==> src/rtl/psre_pkg.sv <==
package psre_pkg;

  typedef enum logic [1:0] {
    SQ_IDLE  = 2'd0,
    SQ_ACT   = 2'd1,
    SQ_PRE   = 2'd2,
    SQ_RECOV = 2'd3
  } sq_state_t;

  function automatic int unsigned max3(int unsigned a, int unsigned b, int unsigned c);
    int unsigned m;
    m = (a > b) ? a : b;
    return (m > c) ? m : c;
  endfunction

endpackage

==> src/rtl/psre_row_ctr.sv <==
module psre_row_ctr #(
  parameter int unsigned ROW_W = 9
) (
  input  logic             clk,
  input  logic             rst_n,
  input  logic             adv,
  output logic [ROW_W-1:0] ptr
);

  logic [ROW_W-1:0] ptr_q, ptr_d;

  always_comb begin
    ptr_d = ptr_q;
    if (adv) ptr_d = ptr_q + 1'b1;
  end

  always_ff @(posedge clk or negedge rst_n) begin
    if (!rst_n) ptr_q <= '0;
    else        ptr_q <= ptr_d;
  end

  assign ptr = ptr_q;

  AST_CTR_STEP: assert property (@(posedge clk) disable iff (!rst_n)
    adv |=> (ptr == $past(ptr) + 1'b1));
  AST_CTR_HOLD: assert property (@(posedge clk) disable iff (!rst_n)
    !adv |=> $stable(ptr));

endmodule

==> src/rtl/psre_req_ctl.sv <==
module psre_req_ctl #(
  parameter int unsigned RFD_CYC     = 4,
  parameter int unsigned SELF_THRESH = 800,
  parameter int unsigned SELF_PERIOD = 1562
) (
  input  logic clk,
  input  logic rst_n,
  input  logic ce_n,
  input  logic rfsh_n,
  input  logic auto_taken,
  output logic auto_req,
  output logic self_mode,
  output logic self_tick,
  output logic self_exit
);

  localparam int unsigned RW = $clog2(RFD_CYC + 1);
  localparam int unsigned LW = $clog2(SELF_THRESH + 1);
  localparam int unsigned PW = $clog2(SELF_PERIOD + 1);

  logic [RW-1:0] rfd_q, rfd_d;
  logic [LW-1:0] lo_q, lo_d;
  logic [PW-1:0] per_q, per_d;
  logic          armed_q, armed_d;
  logic          self_q, self_d;
  logic          rfd_ok, enter;

  always_comb begin
    rfd_ok = (rfd_q == RW'(RFD_CYC));
    rfd_d  = '0;
    if (ce_n) rfd_d = rfd_ok ? rfd_q : rfd_q + 1'b1;

    armed_d = armed_q;
    if (rfsh_n)          armed_d = 1'b1;
    else if (auto_taken) armed_d = 1'b0;

    auto_req = armed_q & ~rfsh_n & ce_n & rfd_ok & ~self_q;

    enter = ~self_q & ~rfsh_n & ce_n & (lo_q == LW'(SELF_THRESH - 1));
    lo_d  = '0;
    if (~self_q & ~rfsh_n & ce_n & ~enter) lo_d = lo_q + 1'b1;

    self_exit = self_q & rfsh_n;
    self_tick = self_q & ~rfsh_n & (per_q == PW'(SELF_PERIOD - 1));
    per_d     = '0;
    if (self_q & ~self_tick & ~self_exit) per_d = per_q + 1'b1;

    self_d = self_q;
    if (enter)          self_d = 1'b1;
    else if (self_exit) self_d = 1'b0;
  end

  always_ff @(posedge clk or negedge rst_n) begin
    if (!rst_n) begin
      rfd_q   <= '0;
      lo_q    <= '0;
      per_q   <= '0;
      armed_q <= 1'b0;
      self_q  <= 1'b0;
    end else begin
      rfd_q   <= rfd_d;
      lo_q    <= lo_d;
      per_q   <= per_d;
      armed_q <= armed_d;
      self_q  <= self_d;
    end
  end

  assign self_mode = self_q;

  AST_SELF_ENTRY: assert property (@(posedge clk) disable iff (!rst_n)
    $rose(self_q) |-> ($past(lo_q) == LW'(SELF_THRESH - 1)));

endmodule

==> src/rtl/psre_seq.sv <==
module psre_seq
  import psre_pkg::*;
#(
  parameter int unsigned ROW_W     = 9,
  parameter int unsigned ACT_CYC   = 3,
  parameter int unsigned PRE_CYC   = 2,
  parameter int unsigned RECOV_CYC = 19
) (
  input  logic             clk,
  input  logic             rst_n,
  input  logic             ce_n,
  input  logic             cs_n,
  input  logic [ROW_W-1:0] ext_row,
  input  logic [ROW_W-1:0] ctr_row,
  input  logic             auto_req,
  input  logic             self_mode,
  input  logic             self_tick,
  input  logic             self_exit,
  output logic [ROW_W-1:0] row_addr,
  output logic             row_act,
  output logic             busy,
  output logic             auto_taken,
  output logic             ctr_adv
);

  localparam int unsigned MAXC = max3(ACT_CYC, PRE_CYC, RECOV_CYC);
  localparam int unsigned CW   = $clog2(MAXC + 1);

  sq_state_t        state_q, state_d;
  logic [CW-1:0]    cnt_q, cnt_d;
  logic [ROW_W-1:0] row_q, row_d;
  logic             refk_q, refk_d;
  logic             ce_prev_q;
  logic             selfp_q, selfp_d;
  logic             recovp_q, recovp_d;
  logic             idle, ce_fall, go_ext, go_rec, go_self, go_auto, int_go;

  always_comb begin
    idle    = (state_q == SQ_IDLE);
    ce_fall = ce_prev_q & ~ce_n;
    go_ext  = idle & ce_fall;
    go_rec  = idle & ~go_ext & (recovp_q | self_exit);
    go_self = idle & ~go_ext & ~go_rec & (selfp_q | self_tick);
    go_auto = idle & ~go_ext & ~go_rec & ~go_self & auto_req;
    int_go  = go_self | go_auto;

    auto_taken = go_auto;
    ctr_adv    = int_go;

    selfp_d  = ~self_exit & ~go_self & (selfp_q | self_tick);
    recovp_d = ~go_rec & (recovp_q | self_exit);

    state_d = state_q;
    cnt_d   = cnt_q;
    row_d   = row_q;
    refk_d  = refk_q;
    unique case (state_q)
      SQ_IDLE: begin
        if (go_ext | int_go) begin
          state_d = SQ_ACT;
          cnt_d   = '0;
          row_d   = int_go ? ctr_row : ext_row;
          refk_d  = int_go | cs_n;
        end else if (go_rec) begin
          state_d = SQ_RECOV;
          cnt_d   = '0;
        end
      end
      SQ_ACT: begin
        if (cnt_q == CW'(ACT_CYC - 1)) begin
          state_d = SQ_PRE;
          cnt_d   = '0;
        end else cnt_d = cnt_q + 1'b1;
      end
      SQ_PRE: begin
        if (cnt_q == CW'(PRE_CYC - 1)) begin
          state_d = SQ_IDLE;
          cnt_d   = '0;
        end else cnt_d = cnt_q + 1'b1;
      end
      SQ_RECOV: begin
        if (cnt_q == CW'(RECOV_CYC - 1)) begin
          state_d = SQ_IDLE;
          cnt_d   = '0;
        end else cnt_d = cnt_q + 1'b1;
      end
      default: state_d = SQ_IDLE;
    endcase

    busy = (((state_q == SQ_ACT) | (state_q == SQ_PRE)) & refk_q)
         | self_mode | (state_q == SQ_RECOV) | recovp_q;
  end

  always_ff @(posedge clk or negedge rst_n) begin
    if (!rst_n) begin
      state_q   <= SQ_IDLE;
      cnt_q     <= '0;
      row_q     <= '0;
      refk_q    <= 1'b0;
      ce_prev_q <= 1'b1;
      selfp_q   <= 1'b0;
      recovp_q  <= 1'b0;
    end else begin
      state_q   <= state_d;
      cnt_q     <= cnt_d;
      row_q     <= row_d;
      refk_q    <= refk_d;
      ce_prev_q <= ce_n;
      selfp_q   <= selfp_d;
      recovp_q  <= recovp_d;
    end
  end

  assign row_addr = row_q;
  assign row_act  = (state_q == SQ_ACT);

  AST_ROW_HOLD: assert property (@(posedge clk) disable iff (!rst_n)
    (row_act && $past(row_act)) |-> $stable(row_addr));
  AST_CE_IGNORED: assert property (@(posedge clk) disable iff (!rst_n)
    (ce_fall && !idle) |=> !$rose(row_act));
  AST_EXIT_RECOV: assert property (@(posedge clk) disable iff (!rst_n)
    self_exit |=> busy);

endmodule

==> src/rtl/psram_refresh_engine.sv <==
module psram_refresh_engine #(
  parameter int unsigned ROW_W       = 9,
  parameter int unsigned ACT_CYC     = 3,
  parameter int unsigned PRE_CYC     = 2,
  parameter int unsigned RFD_CYC     = 4,
  parameter int unsigned SELF_THRESH = 800,
  parameter int unsigned SELF_PERIOD = 1562,
  parameter int unsigned RECOV_CYC   = 19
) (
  input  logic             clk,
  input  logic             rst_n,
  input  logic             ce_n,
  input  logic             cs_n,
  input  logic             rfsh_n,
  input  logic [ROW_W-1:0] ext_row,
  output logic [ROW_W-1:0] row_addr,
  output logic             row_act,
  output logic             busy
);

  logic [ROW_W-1:0] ctr_row;
  logic             auto_req, auto_taken, ctr_adv;
  logic             self_mode, self_tick, self_exit;

  psre_req_ctl #(
    .RFD_CYC    (RFD_CYC),
    .SELF_THRESH(SELF_THRESH),
    .SELF_PERIOD(SELF_PERIOD)
  ) u_req (
    .clk       (clk),
    .rst_n     (rst_n),
    .ce_n      (ce_n),
    .rfsh_n    (rfsh_n),
    .auto_taken(auto_taken),
    .auto_req  (auto_req),
    .self_mode (self_mode),
    .self_tick (self_tick),
    .self_exit (self_exit)
  );

  psre_row_ctr #(.ROW_W(ROW_W)) u_ctr (
    .clk  (clk),
    .rst_n(rst_n),
    .adv  (ctr_adv),
    .ptr  (ctr_row)
  );

  psre_seq #(
    .ROW_W    (ROW_W),
    .ACT_CYC  (ACT_CYC),
    .PRE_CYC  (PRE_CYC),
    .RECOV_CYC(RECOV_CYC)
  ) u_seq (
    .clk       (clk),
    .rst_n     (rst_n),
    .ce_n      (ce_n),
    .cs_n      (cs_n),
    .ext_row   (ext_row),
    .ctr_row   (ctr_row),
    .auto_req  (auto_req),
    .self_mode (self_mode),
    .self_tick (self_tick),
    .self_exit (self_exit),
    .row_addr  (row_addr),
    .row_act   (row_act),
    .busy      (busy),
    .auto_taken(auto_taken),
    .ctr_adv   (ctr_adv)
  );

endmodule

==> config.mk <==
export PLATFORM = sky130hd
export DESIGN_NAME = psram_refresh_engine
export DESIGN_NICKNAME = d
export VERILOG_FILES = /design/src/rtl/psre_pkg.sv /design/src/rtl/psre_row_ctr.sv /design/src/rtl/psre_req_ctl.sv /design/src/rtl/psre_seq.sv /design/src/rtl/psram_refresh_engine.sv
export SDC_FILE = /design/constraint.sdc
export NUM_CORES = 1
export LEC_CHECK = 0
export ABC_AREA = 1
export BUFFER_PORTS_ARGS = -buffer_cell sky130_fd_sc_hd__buf_2
export CAP_MARGIN = 20
export CELL_PAD_IN_SITES_DETAIL_PLACEMENT = 1
export CELL_PAD_IN_SITES_GLOBAL_PLACEMENT = 1
export CORE_ASPECT_RATIO = 1.25
export CORE_MARGIN = 3
export CORE_UTILIZATION = 45
export DETAILED_ROUTE_END_ITERATION = 7
export GPL_ROUTABILITY_DRIVEN = 0
export PLACE_DENSITY_LB_ADDON = 0.1
export SLEW_MARGIN = 20
export SYNTH_ARGS = -nofsm -noshare
export SYNTH_HDL_FRONTEND = slang
export SYNTH_HIERARCHICAL = 1
export SYNTH_SLANG_ARGS = --single-unit
==> constraint.sdc <==
create_clock -name clk -period 2.64 [get_ports clk]
set_input_delay 0.264 -clock clk [delete_from_list [all_inputs] [get_ports clk]]
set_output_delay 0.264 -clock clk [all_outputs]
set_load 0.02 [all_outputs]
==> flow_results.org, run 1 <==
** Drt
- First-pass iteration count of the detailed router :: 4
- Dividing the detail-routed via count by the number of cells gives 5.04.
- For this run, design rule violations remaining after detail routing come to 0.
- The count of nets left with antenna violations once routing finished came out at 0.
- Routed vias :: ~2,500
- DRT Wirelength :: 6790 um
- DRT iter0 DRCs :: 83
- Routed wire length per instance :: about 13 um

** Synth
- Avg Synthesized Cell Area :: between 8 and 9 sq um
- After synthesis the netlist holds a flip-flop and latch count of between 50 and 60.
- Sequential fraction of the synthesis area :: a little over two fifths
- In the synthesized netlist, the number of instances is roughly 390.
- The Yosys step of the flow raised 6 warnings.
- sky130_fd_sc_hd__dfrtp_1 takes more of the synthesized area than any other cell.
- Post-synth net total :: 412
- Unique cell type count in the Yosys netlist :: 30
- By area the synthesized netlist is led by sky130_fd_sc_hd__dfrtp_1, sky130_fd_sc_hd__nand2_1, sky130_fd_sc_hd__inv_1.
- The synthesized design devotes to its leading area cell type 42.7% of total area.
- After synthesis the cells add up to 3160 sq um.

** Clocking
- Inserted Clock Buffers :: 5
- Total number of H-tree levels :: 2
- CTS tree :: yes
- After clock tree synthesis, the clock-pin slew on the worst setup and hold paths is 0.10 ns.
- Post-CTS repair timing setup buffer count :: 0
- Clock tree root driver cell :: sky130_fd_sc_hd__clkbuf_8
- Counting every sink on the clock net gives between 50 and 60.
- Clock insertion delay at the later pin of the skew report :: 0.31 ns
- Resized Gates After CTS :: 0
- No sink is reached through more buffers than the 2 on the longest clock path.

** Power and ir drop
- The analysis attributes to cell leakage a power of 1.71 nW.
- Dividing total power by cell area gives a power density of 686 nW/um^2.
- Worst supply voltage drop on vdd :: 0.522 mV
- The design draws 2.40 mW.

** Cells and area
- Share of final-layout standard cells stronger than drive strength 1 :: 19.4%
- The finished layout holds 505 standard cells, fillers aside.
- Once layout is complete, the utilization of the core stands at 52.3%.
- Nets :: ~440
- Layout-stage area growth over the synthesis result :: 10.6%
- The repair_antennas step left the layout with diodes totalling 0.

** Floorplan
- From bottom edge to top edge, the die measures 99.7 um.
- In this run the horizontal extent of the chip is 81.0 um.
- Standard cell core area :: approximately 6700 sq um
- I/O Pins :: 25
- The floorplan step defined a die boundary enclosing 8080 sq um.
- Initial Util :: 47.3%
- In this run the core area contains 33 standard-cell rows.

** Critical path
- Classification of the worst setup path :: reg -> reg
- Critical-path cell list :: inv_1 > ha_1 > nand3_1 > nor4_1 > nor2_4 > nor2_8 > buf_4 > nand2_1 > o21ai_2 > a21oi_2
- STA puts the critical path data required time at 2.85 ns.
- Master of the slowest instance on the critical path :: sky130_fd_sc_hd__nor4_1
- The worst setup path is captured at a flip-flop.
- Data arrives at the worst endpoint at between 2 and 3 ns.
- Maximum fanout along the worst path :: 16
- The worst setup path is launched from a flip-flop.
- Delay of the slowest cell on the worst path :: roughly 0.5 ns

** STA
- At the pin with the least slew margin, the transition time is 0.610 ns.
- For the final database, setup skew stands at around 0.0097 ns.
- Maximum clock frequency :: 437 MHz
- Count of pins over their slew limit :: 0
- Setup violations, final :: 0
- Adding up every negative setup slack in the final design gives 0 ns.
- Remaining max-slew budget at the tightest pin :: 59.0%
- RSZ-0062 raised after global routing :: false
- Final Critical Period :: between 2 and 2.5 ns
- Final hold violation count :: 0
- Tcrit/Tclk final :: 86.7%

** Placement
- Port Buf Inserts :: 24
- Counting tap cells, the placed design contains a total of 496 instances.
- HPWL after detailed placement :: 5080 um

** Status
- Result of the run :: finished clean

** Global routing
- Global routing used a little over a third of the available met2 tracks.
- Global-route wire length before repair :: 12,100 um
- In the global route stage, met3 resource usage came out at under 10%.
- GRT busiest layer :: met2
- Grt met1 use :: 22.2%
- Pin count of the biggest net entering global routing :: 44
- Total congestion overflow :: 0
- The number of antenna violations at the first check in global routing came to 0.
- All-layer global routing usage :: 19.0%
- Via count of the first global-routing pass :: 2,725

** Hold path
- The min-delay analysis places its worst path in the category in -> reg.

** Run
- Across the run, the number of max-cap violations was 0.
## critical path, delay by kind of cell, from the launching register on
kind,cells,cell delay [ns]
AOI/OAI and AO/OA,2,0.13
adders and majority gates,1,0.16
buffers and inverters,2,0.34
DFF,1,0.40
and+or+nand+nor,5,1.15
## final timing paths
check                               start  slack [ns]           endpoint  cells past startpoint
setup reg to reg           u_req/rfd_q[0]        0.35  u_seq/row_addr[1]                     10
min in group asynchronous           rst_n        0.48  u_seq/row_addr[2]                      2
hold / removal                       ce_n        0.09    u_seq/ce_prev_q                      1
setup / recovery           u_req/rfd_q[0]        0.35  u_seq/row_addr[1]                     10
max in group asynchronous           rst_n        1.61     u_req/per_q[9]                      3
hold reg to reg            u_req/per_q[0]        0.51     u_req/per_q[0]                      1
## Yosys cell counts (all sizes together)
master and n:
nand2 90, nor2 61, inv 59, dfrtp 54, nand3 38, o21ai 23
a21oi 13, ha 13, xor2 9, nand4 7, buf 4, nor3 4
xnor2 4, a2111o 1, clkinv 1, dfstp 1, mux2 1, nand3b 1
nor4 1
## per-stage QoR
stage / cell area, sq um / worst slack (ns) / hold slack, ns
floorplan: 3160 / 0.463 / -0.0316
global placement: 3370 / 0.482 / 0.425
detailed placement: 3370 / 0.337 / 0.430
CTS: 3490 / 0.319 / 0.0821
global route: 3500 / 0.150 / 0.0728
finish: 3500 / 0.351 / 0.0928
## power by group
group          internal, mW  total (mW)  switching, mW
sequential            0.966        1.06         0.0977
combinational         0.265       0.747          0.481
clock                 0.307       0.589          0.282
total                  1.54        2.40          0.861
## cells by family (layout without fill, tap and decap cells)
group,Yosys count,after routing,synth area share (%)
mux,1,1,0.356
flops,55,55,43.6
simple gates,202,202,30.2
compound gates,37,37,8.31
buf+inv,64,97,8.82
fa+ha+maj,13,13,5.14
xor+xnor,13,13,3.60
## state kept, by name, indices dropped and copies added, names as in the netlist, 2 cells and up
register / count
u_ctr/ptr: 9
u_seq/cnt_q: 5
u_req/per_q: 11
u_seq/row_addr: 9
u_req/lo_q: 10
u_seq/state_q: 2
u_req/rfd_q: 3
## cells in the final DEF (no fill, tap or decap), drive strengths merged
| cell | synthesis | routed |
|---|---|---|
| a2111o | 1 | 1 |
| a21oi | 13 | 13 |
| buf | 4 | 28 |
| bufinv | 0 | 1 |
| clkbuf | 0 | 6 |
| clkinv | 1 | 2 |
| dfrtp | 54 | 54 |
| dfstp | 1 | 1 |
| dlygate4sd3 | 0 | 1 |
| ha | 13 | 13 |
| inv | 59 | 59 |
| mux2 | 1 | 1 |
| nand2 | 90 | 90 |
| nand3 | 38 | 38 |
| nand3b | 1 | 1 |
| nand4 | 7 | 7 |
| nor2 | 61 | 61 |
| nor3 | 4 | 4 |
| nor4 | 1 | 1 |
| o21ai | 23 | 23 |
| xnor2 | 4 | 4 |
| xor2 | 9 | 9 |
## what timing repair did
item	CTS	global route
endpoints found under the hold margin	0	40
hold buffers	0	1
setup endpoints to repair	0	0
## per-layer routing
layer  wire [um]  up-vias
met1        2910     1240
met2        3650       29
met5           0        -
met3         169        6
met4          66        0
li1            -     1270
## layout make-up
type	count	area, sq um
Inverter	60	225
Clock buffer	6	82.6
Multi-Input combinational cell	266	1510
Tap cell	87	109
Clock inverter	2	35.0
Sequential cell	55	1380
Fill cell	847	3190
Timing Repair Buffer	29	163
Note: power is estimated with default switching activity, not from simulation.
==> run 2: changes to the inputs <==
Settings changed: BUFFER_PORTS_ARGS -buffer_cell sky130_fd_sc_hd__buf_2 to -buffer_cell sky130_fd_sc_hd__buf_4.
==> run 2 against run 1 <==
Critical path depth fell by 1. Setup slack got worse by 0.071 ns. The flow now finishes with violations (hold timing). Routed wire length rose by 1.3%. Clock-buffer cell count fell by 1. Largest power group unchanged.
==> flow_results.org, run 2 (synthesis results as in run 1) <==
** Clocking
- Sink Count :: 55 (unchanged)
- CTS tree :: yes
- Total number of H-tree levels :: 2 (unchanged)
- Bufs on Longest Clock Path :: 2 (unchanged)
- Clock insertion delay at the later pin of the skew report :: 0.31 ns (about the same)
- The post-CTS repair timing setup buffer count is 0 (unchanged).
- Clock-pin slew reported for the worst setup and hold paths after clock tree synthesis :: 0.10 ns (about the same)
- Resized Gates After CTS :: 0 (unchanged)
- In this run the clock root is driven by a sky130_fd_sc_hd__clkbuf_8.
- Inserted Clock Buffers :: 5 (unchanged)
- Hold-fix buffer count after cts :: 0 (unchanged)

** Global routing
- The number of antenna violations at the first check in global routing is 0 (unchanged).
- The total congestion overflow is 0 (unchanged).
- Pin count of the biggest net entering global routing :: 56 (+27%)
- The overall routing resource usage came to 19.3% (+0.34 points).
- The wire length of the first global-routing pass was 12,300 um (+1.7%).
- The via count of the first global-routing pass is 2,774 (+1.8%).

** Run
- The max-cap violation count came to 0 (unchanged).

** Critical path
- Classification of the worst setup path :: reg -> reg
- Top Family by Delay on Critical Path :: simple AND/OR/NAND/NOR gates
- Master of the slowest instance on the critical path :: sky130_fd_sc_hd__nor4_1
- The signal on the critical path passes through inv_1 > ha_1 > nand3_1 > nor4_1 > nor2_4 > nor2_8 > nand4_1 > o21ai_0 > nand2_1.
- Critical Path End Type :: flip-flop
- Endpoint of the worst register-to-register path :: u_ctr/ptr[6]
- The reg-to-reg setup timing slack is 0.28 ns (-0.07 ns).
- Startpoint types :: flip-flop
- Endpoint arrival time on the critical path :: 2.56 ns (+0.06 ns)
- The largest driver fanout on the critical path came to 16 (unchanged).
- Crit Reg-Reg Startpoint :: u_req/rfd_q[0]
- Count of cells along the worst register-to-register path :: 9 (-1)
- Delay of the slowest cell on the worst path :: 0.49 ns (about the same)
- The number of buffers and inverters on the critical path came to 1 (-1).
- The data required time of the worst path is 2.84 ns (about the same).

** STA
- RSZ-0062 raised after global routing :: false
- Final clock skew :: 0.00758 ns (-0.00211 ns)
- Final hold violation count :: 3 (+3)
- Setup violations, final :: 0 (unchanged)
- Count of pins over their slew limit :: 0 (unchanged)
- The fmax is 424 MHz (-3.0%).
- The final total negative setup slack came to 0 ns (unchanged).
- The final worst-path cycle share is 89.4% (+2.7 points).
- Worst hold slack :: -0.00396 ns (-0.0968 ns)
- Remaining max-slew budget at the tightest pin :: 52.4% (-6.6 points)
- Final Critical Period :: 2.36 ns (+0.0709 ns)
- The slew at the pin closest to its max-slew limit is 0.714 ns (+0.104 ns).

** Cells and area
- Flip-flop count of the largest register after layout :: 11 (unchanged)
- The area growth from synthesis to layout is 10.7%.
- Commonest cells after routing, fill and taps aside :: sky130_fd_sc_hd__nand2_1, sky130_fd_sc_hd__inv_1, sky130_fd_sc_hd__dfrtp_1, sky130_fd_sc_hd__nor2_1, sky130_fd_sc_hd__nand3_1
- The number of nets at the end of the flow was 441 (-0.68%).
- Fin cells :: 502 (-0.59%)
- u_req/per_q holds more flip-flops than any other register.
- The fraction of layout cells with a size suffix above 1 was 19.0% (-0.34 points).
- The largest registers in the layout are u_req/per_q: 11 flops, u_req/lo_q: 10 flops.
- Most common library cell in the layout ignoring fill and taps :: sky130_fd_sc_hd__nand2_1
- The diode insertion count for antenna repair came to 0 (unchanged).

** Drt
- The highest layer touched by signal routing is met4.
- Wire length on met3 :: 115 um (-32%)
- The residual DRC count is 0 (unchanged).
- WL met1 :: 2930 um (+0.86%)
- Number of nets with antenna violations after detailed routing :: 0 (unchanged)
- The detail-routed via count per cell came to 5.03 (-0.19%).
- The count of TritonRoute iterations in the first routing pass was 4 (unchanged).
- Routed wire length per instance :: 13.7 um (+1.9%)
- Met2 wire length :: 3720 um (+1.9%)
- The starting DRC count in detailed routing came to 71 (-14%).
- DRT Wirelength :: 6880 um (+1.3%)
- Routed vias :: 2,525 (-0.79%)

** Placement
- HPWL after detailed placement :: 5090 um (about the same)
- The number of buffers inserted by port buffering was 24 (unchanged).
- Number of placed instances, taps included :: 494 (-0.40%)

** Floorplan
- Height of the die :: 99.7 um (unchanged)
- Standard cell core area :: 6690 sq um (unchanged)
- I/O Pins :: 25 (unchanged)
- The horizontal extent of the die came to 81.0 um (unchanged).
- The floorplan row count came to 33 (unchanged).
- Initial Util :: 47.3% (unchanged)
- The overall die area came to 8080 sq um (unchanged).

** Status
- Violated checks :: hold timing
- Result of the run :: complete, but fails checks

** Power and ir drop
- Worst supply voltage drop on vdd :: 0.449 mV (-14%)
- The areal power density over the cells was 672 nW/um^2 (-2.0%).
- The static leakage power came to 1.70 nW (-0.76%).

** Hold path
- Type of the most critical hold path :: in -> async
run 2: cell types whose count changed in the layout (fill, tap and decap cells not counted):
cell                            before  now
sky130_fd_sc_hd__buf_4               5   26
sky130_fd_sc_hd__buf_2              23    0
sky130_fd_sc_hd__clkinvlp_4          0    2
sky130_fd_sc_hd__clkbuf_8            6    5
sky130_fd_sc_hd__dlygate4sd3_1       1    0
sky130_fd_sc_hd__bufinv_16           1    0
run 2: per-stage QoR:
stage / hold slack [ns] / instance area (sq um) / worst slack (ns) / util (%) / power (mW)
after global routing: 0.0491 / 3500 / 0.0222 / 52.4 / 2.53
after detailed placement: 0.374 / 3410 / 0.337 / 51.0 / 1.91
after global placement: 0.365 / 3410 / 0.474 / 51.0 / 1.87
after floorplan: -0.0316 / 3160 / 0.463 / - / 1.61
final: -0.00396 / 3500 / 0.281 / 52.4 / 2.36
after CTS: 0.0222 / 3500 / 0.259 / 52.4 / 2.40
run 2: power breakdown:
part           switching (mW)  total [mW]  internal, mW
clock network           0.292       0.477         0.186
registers               0.102        1.07         0.966
logic                   0.492       0.810         0.317
run 2: layout make-up:
type / count / area [sq um]
flip-flops and latches: 55 / 1380
inverters: 60 / 225
clock buffers: 5 / 68.8
fillers: 850 / 3190
repair buffers: 26 / 195
multi-input cells: 266 / 1510
clock inverters: 3 / 20.0
well taps: 87 / 109
run 2: metal layers:
layer  track usage (%)  up-vias
met1              21.4     1231
met2              36.2       22
met5                 0        -
met4              7.93        0
li1                  -     1262
met3              2.45       10
run 2: worst max path at each step:
stage / start / endpoint / slack (ns) / cells past startpoint
after CTS: u_req/rfd_q[0] / u_ctr/ptr[6] / 0.26 / 9
after global routing: u_req/rfd_q[0] / u_ctr/ptr[6] / 0.02 / 9
after floorplan: u_req/rfd_q[0] / u_ctr/ptr[7] / 0.46 / 13
final: u_req/rfd_q[0] / u_ctr/ptr[6] / 0.28 / 9
after detailed placement: u_req/rfd_q[0] / u_ctr/ptr[6] / 0.34 / 9
after global placement: u_req/rfd_q[0] / u_seq/row_addr[1] / 0.47 / 10
==> run 3: changes to the inputs <==
Settings changed: RECOVER_POWER set to 50.
==> run 3 against run 2 <==
Critical path type unchanged. First-iteration DRC count decreased by 7.0%. Setup slack worse by 0.0050 ns. Critical path depth unchanged. Maximum frequency shrank 0.21%. Via count is 0.16% higher. Combinational power fell by 2%. The run now ends clean.
==> flow_results.org, run 3 (synthesis results as in run 1) <==
** Status
- The run finished with clean final reports.

** Critical path
- Endpoint arrival time on the critical path :: 2.56 ns (about the same)
- The delay of the slowest critical-path stage was 0.50 ns (about the same).
- The largest driver fanout on the critical path came to 16 (unchanged).
- Critical Path End Type :: flip-flop
- Crit Reg-Reg Startpoint :: u_req/rfd_q[0]
- The path depth of the worst reg2reg path was 9 (unchanged).
- Critical-path cell list :: inv_1 > ha_1 > nand3_1 > nor4_1 > nor2_4 > nor2_8 > nand4_1 > o21ai_0 > nand2_1
- Master of the slowest instance on the critical path :: sky130_fd_sc_hd__nor4_1
- The worst setup path is launched from a flip-flop.
- Among cell families on the critical path, the largest total delay comes from simple AND/OR/NAND/NOR gates.
- Buffering stage count on the worst path with inverters included :: 1 (unchanged)
- Critical path data required time :: 2.84 ns (about the same)
- The reg-to-reg setup timing slack was 0.28 ns (about the same).
- The worst setup path is of the reg -> reg kind.
- Endpoint of the worst register-to-register path :: u_ctr/ptr[6]

** Drt
- Residual DRC :: 0 (unchanged)
- Routed wire length per instance :: 13.7 um (about the same)
- Routed via count divided by cell count :: 5.04 (+0.16%)
- DRT iter0 DRCs :: 66 (-7.0%)
- The total via count in the routed design came to 2,529 (+0.16%).
- DRT Wirelength :: 6880 um (about the same)
- The post-detailed-route count of antenna-violating nets is 0 (unchanged).
- First-pass iteration count of the detailed router :: 4 (unchanged)

** STA
- The relative slew slack was 6.44% (-46 points).
- The fmax was 423 MHz (-0.21%).
- Setup violations, final :: 0 (unchanged)
- RSZ-0062 raised after global routing :: false
- Count of pins over their slew limit :: 0 (unchanged)
- Worst Setup Slack, final :: 0.276 ns (-0.00497 ns)
- The final clock skew is 0.00768 ns (+0.0000995 ns).
- The final worst-path cycle share was 89.6% (+0.19 points).
- Final hold violation count :: 0 (-3)
- Least-Margin Pin Slew :: 1.40 ns (+0.689 ns)
- The final hold slack is 0.112 ns (+0.115 ns).
- The final total negative setup slack came to 0 ns (unchanged).
- The post-layout minimum cycle time came to 2.36 ns (+0.00497 ns).

** Placement
- The HPWL after detailed placement came to 5090 um (unchanged).
- The number of buffers inserted by port buffering is 24 (unchanged).
- The setup slack after placement came to 0.337 ns (unchanged).

** Global routing
- Initial antenna violation count :: 0 (unchanged)
- The total congestion overflow was 0 (unchanged).
- The maximum number of pins on one net before global-route repair is 56 (unchanged).
- The wire length of the first global-routing pass was 12,300 um (unchanged).
- All-layer global routing usage :: 19.3% (unchanged)
- The via count of the first global-routing pass was 2,774 (unchanged).

** Cells and area
- In the final layout, the registers with the most flip-flops are u_req/per_q: 11 flops, u_req/lo_q: 10 flops.
- Relative to the synthesized area, the layout overhead comes to 10.2%.
- Most common library cell in the layout ignoring fill and taps :: sky130_fd_sc_hd__nand2_1
- Share of final-layout standard cells stronger than drive strength 1 :: 18.1% (-0.96 points)
- Number of antenna cells inserted :: 0 (unchanged)
- Commonest cells after routing, fill and taps aside :: sky130_fd_sc_hd__nand2_1, sky130_fd_sc_hd__inv_1, sky130_fd_sc_hd__dfrtp_1, sky130_fd_sc_hd__nor2_1, sky130_fd_sc_hd__nand3_1
- The flip-flop count of the largest register after layout is 11 (unchanged).
- The number of nets at the end of the flow was 441 (unchanged).
- Counting flops per register, the top entry is u_req/per_q.

** Power and ir drop
- The part of the power in the clock network came to 20.4% (about the same).
- Combinational Power Share :: 33.8% (-0.6 points)
- The cell-internal power is 1.45 mW (-1.3%).
- The net load switching power came to 886 uW (about the same).
- Sequential cell fraction of total power :: 45.7% (+0.3 points)
- The peak supply drop came to 0.443 mV (-1.4%).
- The areal power density over the cells was 670 nW/um^2 (-0.33%).
- Static leakage :: 1.69 nW (-0.86%)
- The switching power as a share of total power was 37.9% (+0.31 points).

** Clocking
- Post-CTS repair timing setup buffer count :: 0 (unchanged)
- The maximum buffer depth of the clock tree came to 2 (unchanged).
- CTS tree :: yes
- The clock latency at the later pin of the worst-skew pair came to 0.31 ns (about the same).
- The cell sitting at the root of the clock tree is a sky130_fd_sc_hd__clkbuf_8.
- Hold-fix buffer count after cts :: 0 (unchanged)
- Sink Count :: 55 (unchanged)
- Clock-pin slew reported for the worst setup and hold paths after clock tree synthesis :: 0.10 ns (about the same)
- Resized Gates After CTS :: 0 (unchanged)
- The total clock buffers created by CTS is 5 (unchanged).
- The maximum level of the CTS H-tree came to 2 (unchanged).

** Hold path
- Capture endpoint of the worst hold path :: u_seq/ce_prev_q
- The startpoint identified for the worst hold timing path is ce_n.
- Type of the most critical hold path :: in -> reg
- Number of instances on the worst hold path :: 1

** Floorplan
- The I/O pin count is 25 (unchanged).
- Std cell rows :: 33 (unchanged)
- X dimension of the die :: 81.0 um (unchanged)
- The overall die area came to 8080 sq um (unchanged).
- Standard cell core area :: 6690 sq um (unchanged)
- The starting density of the core came to 47.3% (unchanged).
- The chip height came to 99.7 um (unchanged).

** Run
- The max-cap violation count is 0 (unchanged).
[run 3: cell count changes in the layout (fill, tap and decap cells not counted)]
cell and delta:
sky130_fd_sc_hd__buf_4 -5, sky130_fd_sc_hd__clkbuf_1 +4, sky130_fd_sc_hd__clkbuf_2 +1
[run 3: worst max-delay path by stage]
stage	startpoint	to	slack [ns]	cells after the start
after floorplan	u_req/rfd_q[0]	u_ctr/ptr[7]	0.46	13
after CTS	u_req/rfd_q[0]	u_ctr/ptr[6]	0.26	9
final	u_req/rfd_q[0]	u_ctr/ptr[6]	0.28	9
after detailed placement	u_req/rfd_q[0]	u_ctr/ptr[6]	0.34	9
after global placement	u_req/rfd_q[0]	u_seq/row_addr[1]	0.47	10
after global routing	u_req/rfd_q[0]	u_ctr/ptr[6]	0.01	9
[run 3: layer usage]
layer | up-vias | routed length (um) | track usage (%)
met4 | 0 | 114 | 7.93
met2 | 22 | 3730 | 36.2
met3 | 10 | 118 | 2.45
met1 | 1235 | 2920 | 21.4
met5 | - | 0 | 0
li1 | 1262 | - | -
[run 3: power by group through the flow]
stage | registers (mW) | logic, mW | clock network, mW
final | 1.07 | 0.790 | 0.477
after global routing | 1.09 | 0.894 | 0.527
after CTS | 1.07 | 0.826 | 0.499
after detailed placement | 1.09 | 0.823 | 0
after global placement | 1.08 | 0.794 | 0
after floorplan | 1.15 | 0.462 | 0
[run 3: final cells by class]
| cell class | count | area (sq um) |
|---|---|---|
| Fill cell | 851 | 3200 |
| Clock buffer | 5 | 68.8 |
| Clock inverter | 3 | 20.0 |
| Tap cell | 87 | 109 |
| Multi-Input combinational cell | 266 | 1510 |
| Timing Repair Buffer | 26 | 178 |
| Sequential cell | 55 | 1380 |
| Inverter | 60 | 225 |
[run 3: through the flow]
step	std cells	power (mW)	cell area, sq um	utilization (%)
global placement	494	1.87	3410	51.0
CTS	502	2.40	3500	52.4
global route	502	2.51	3480	52.1
detailed placement	494	1.91	3410	51.0
finish	502	2.34	3480	52.1
floorplan	385	1.61	3160	-
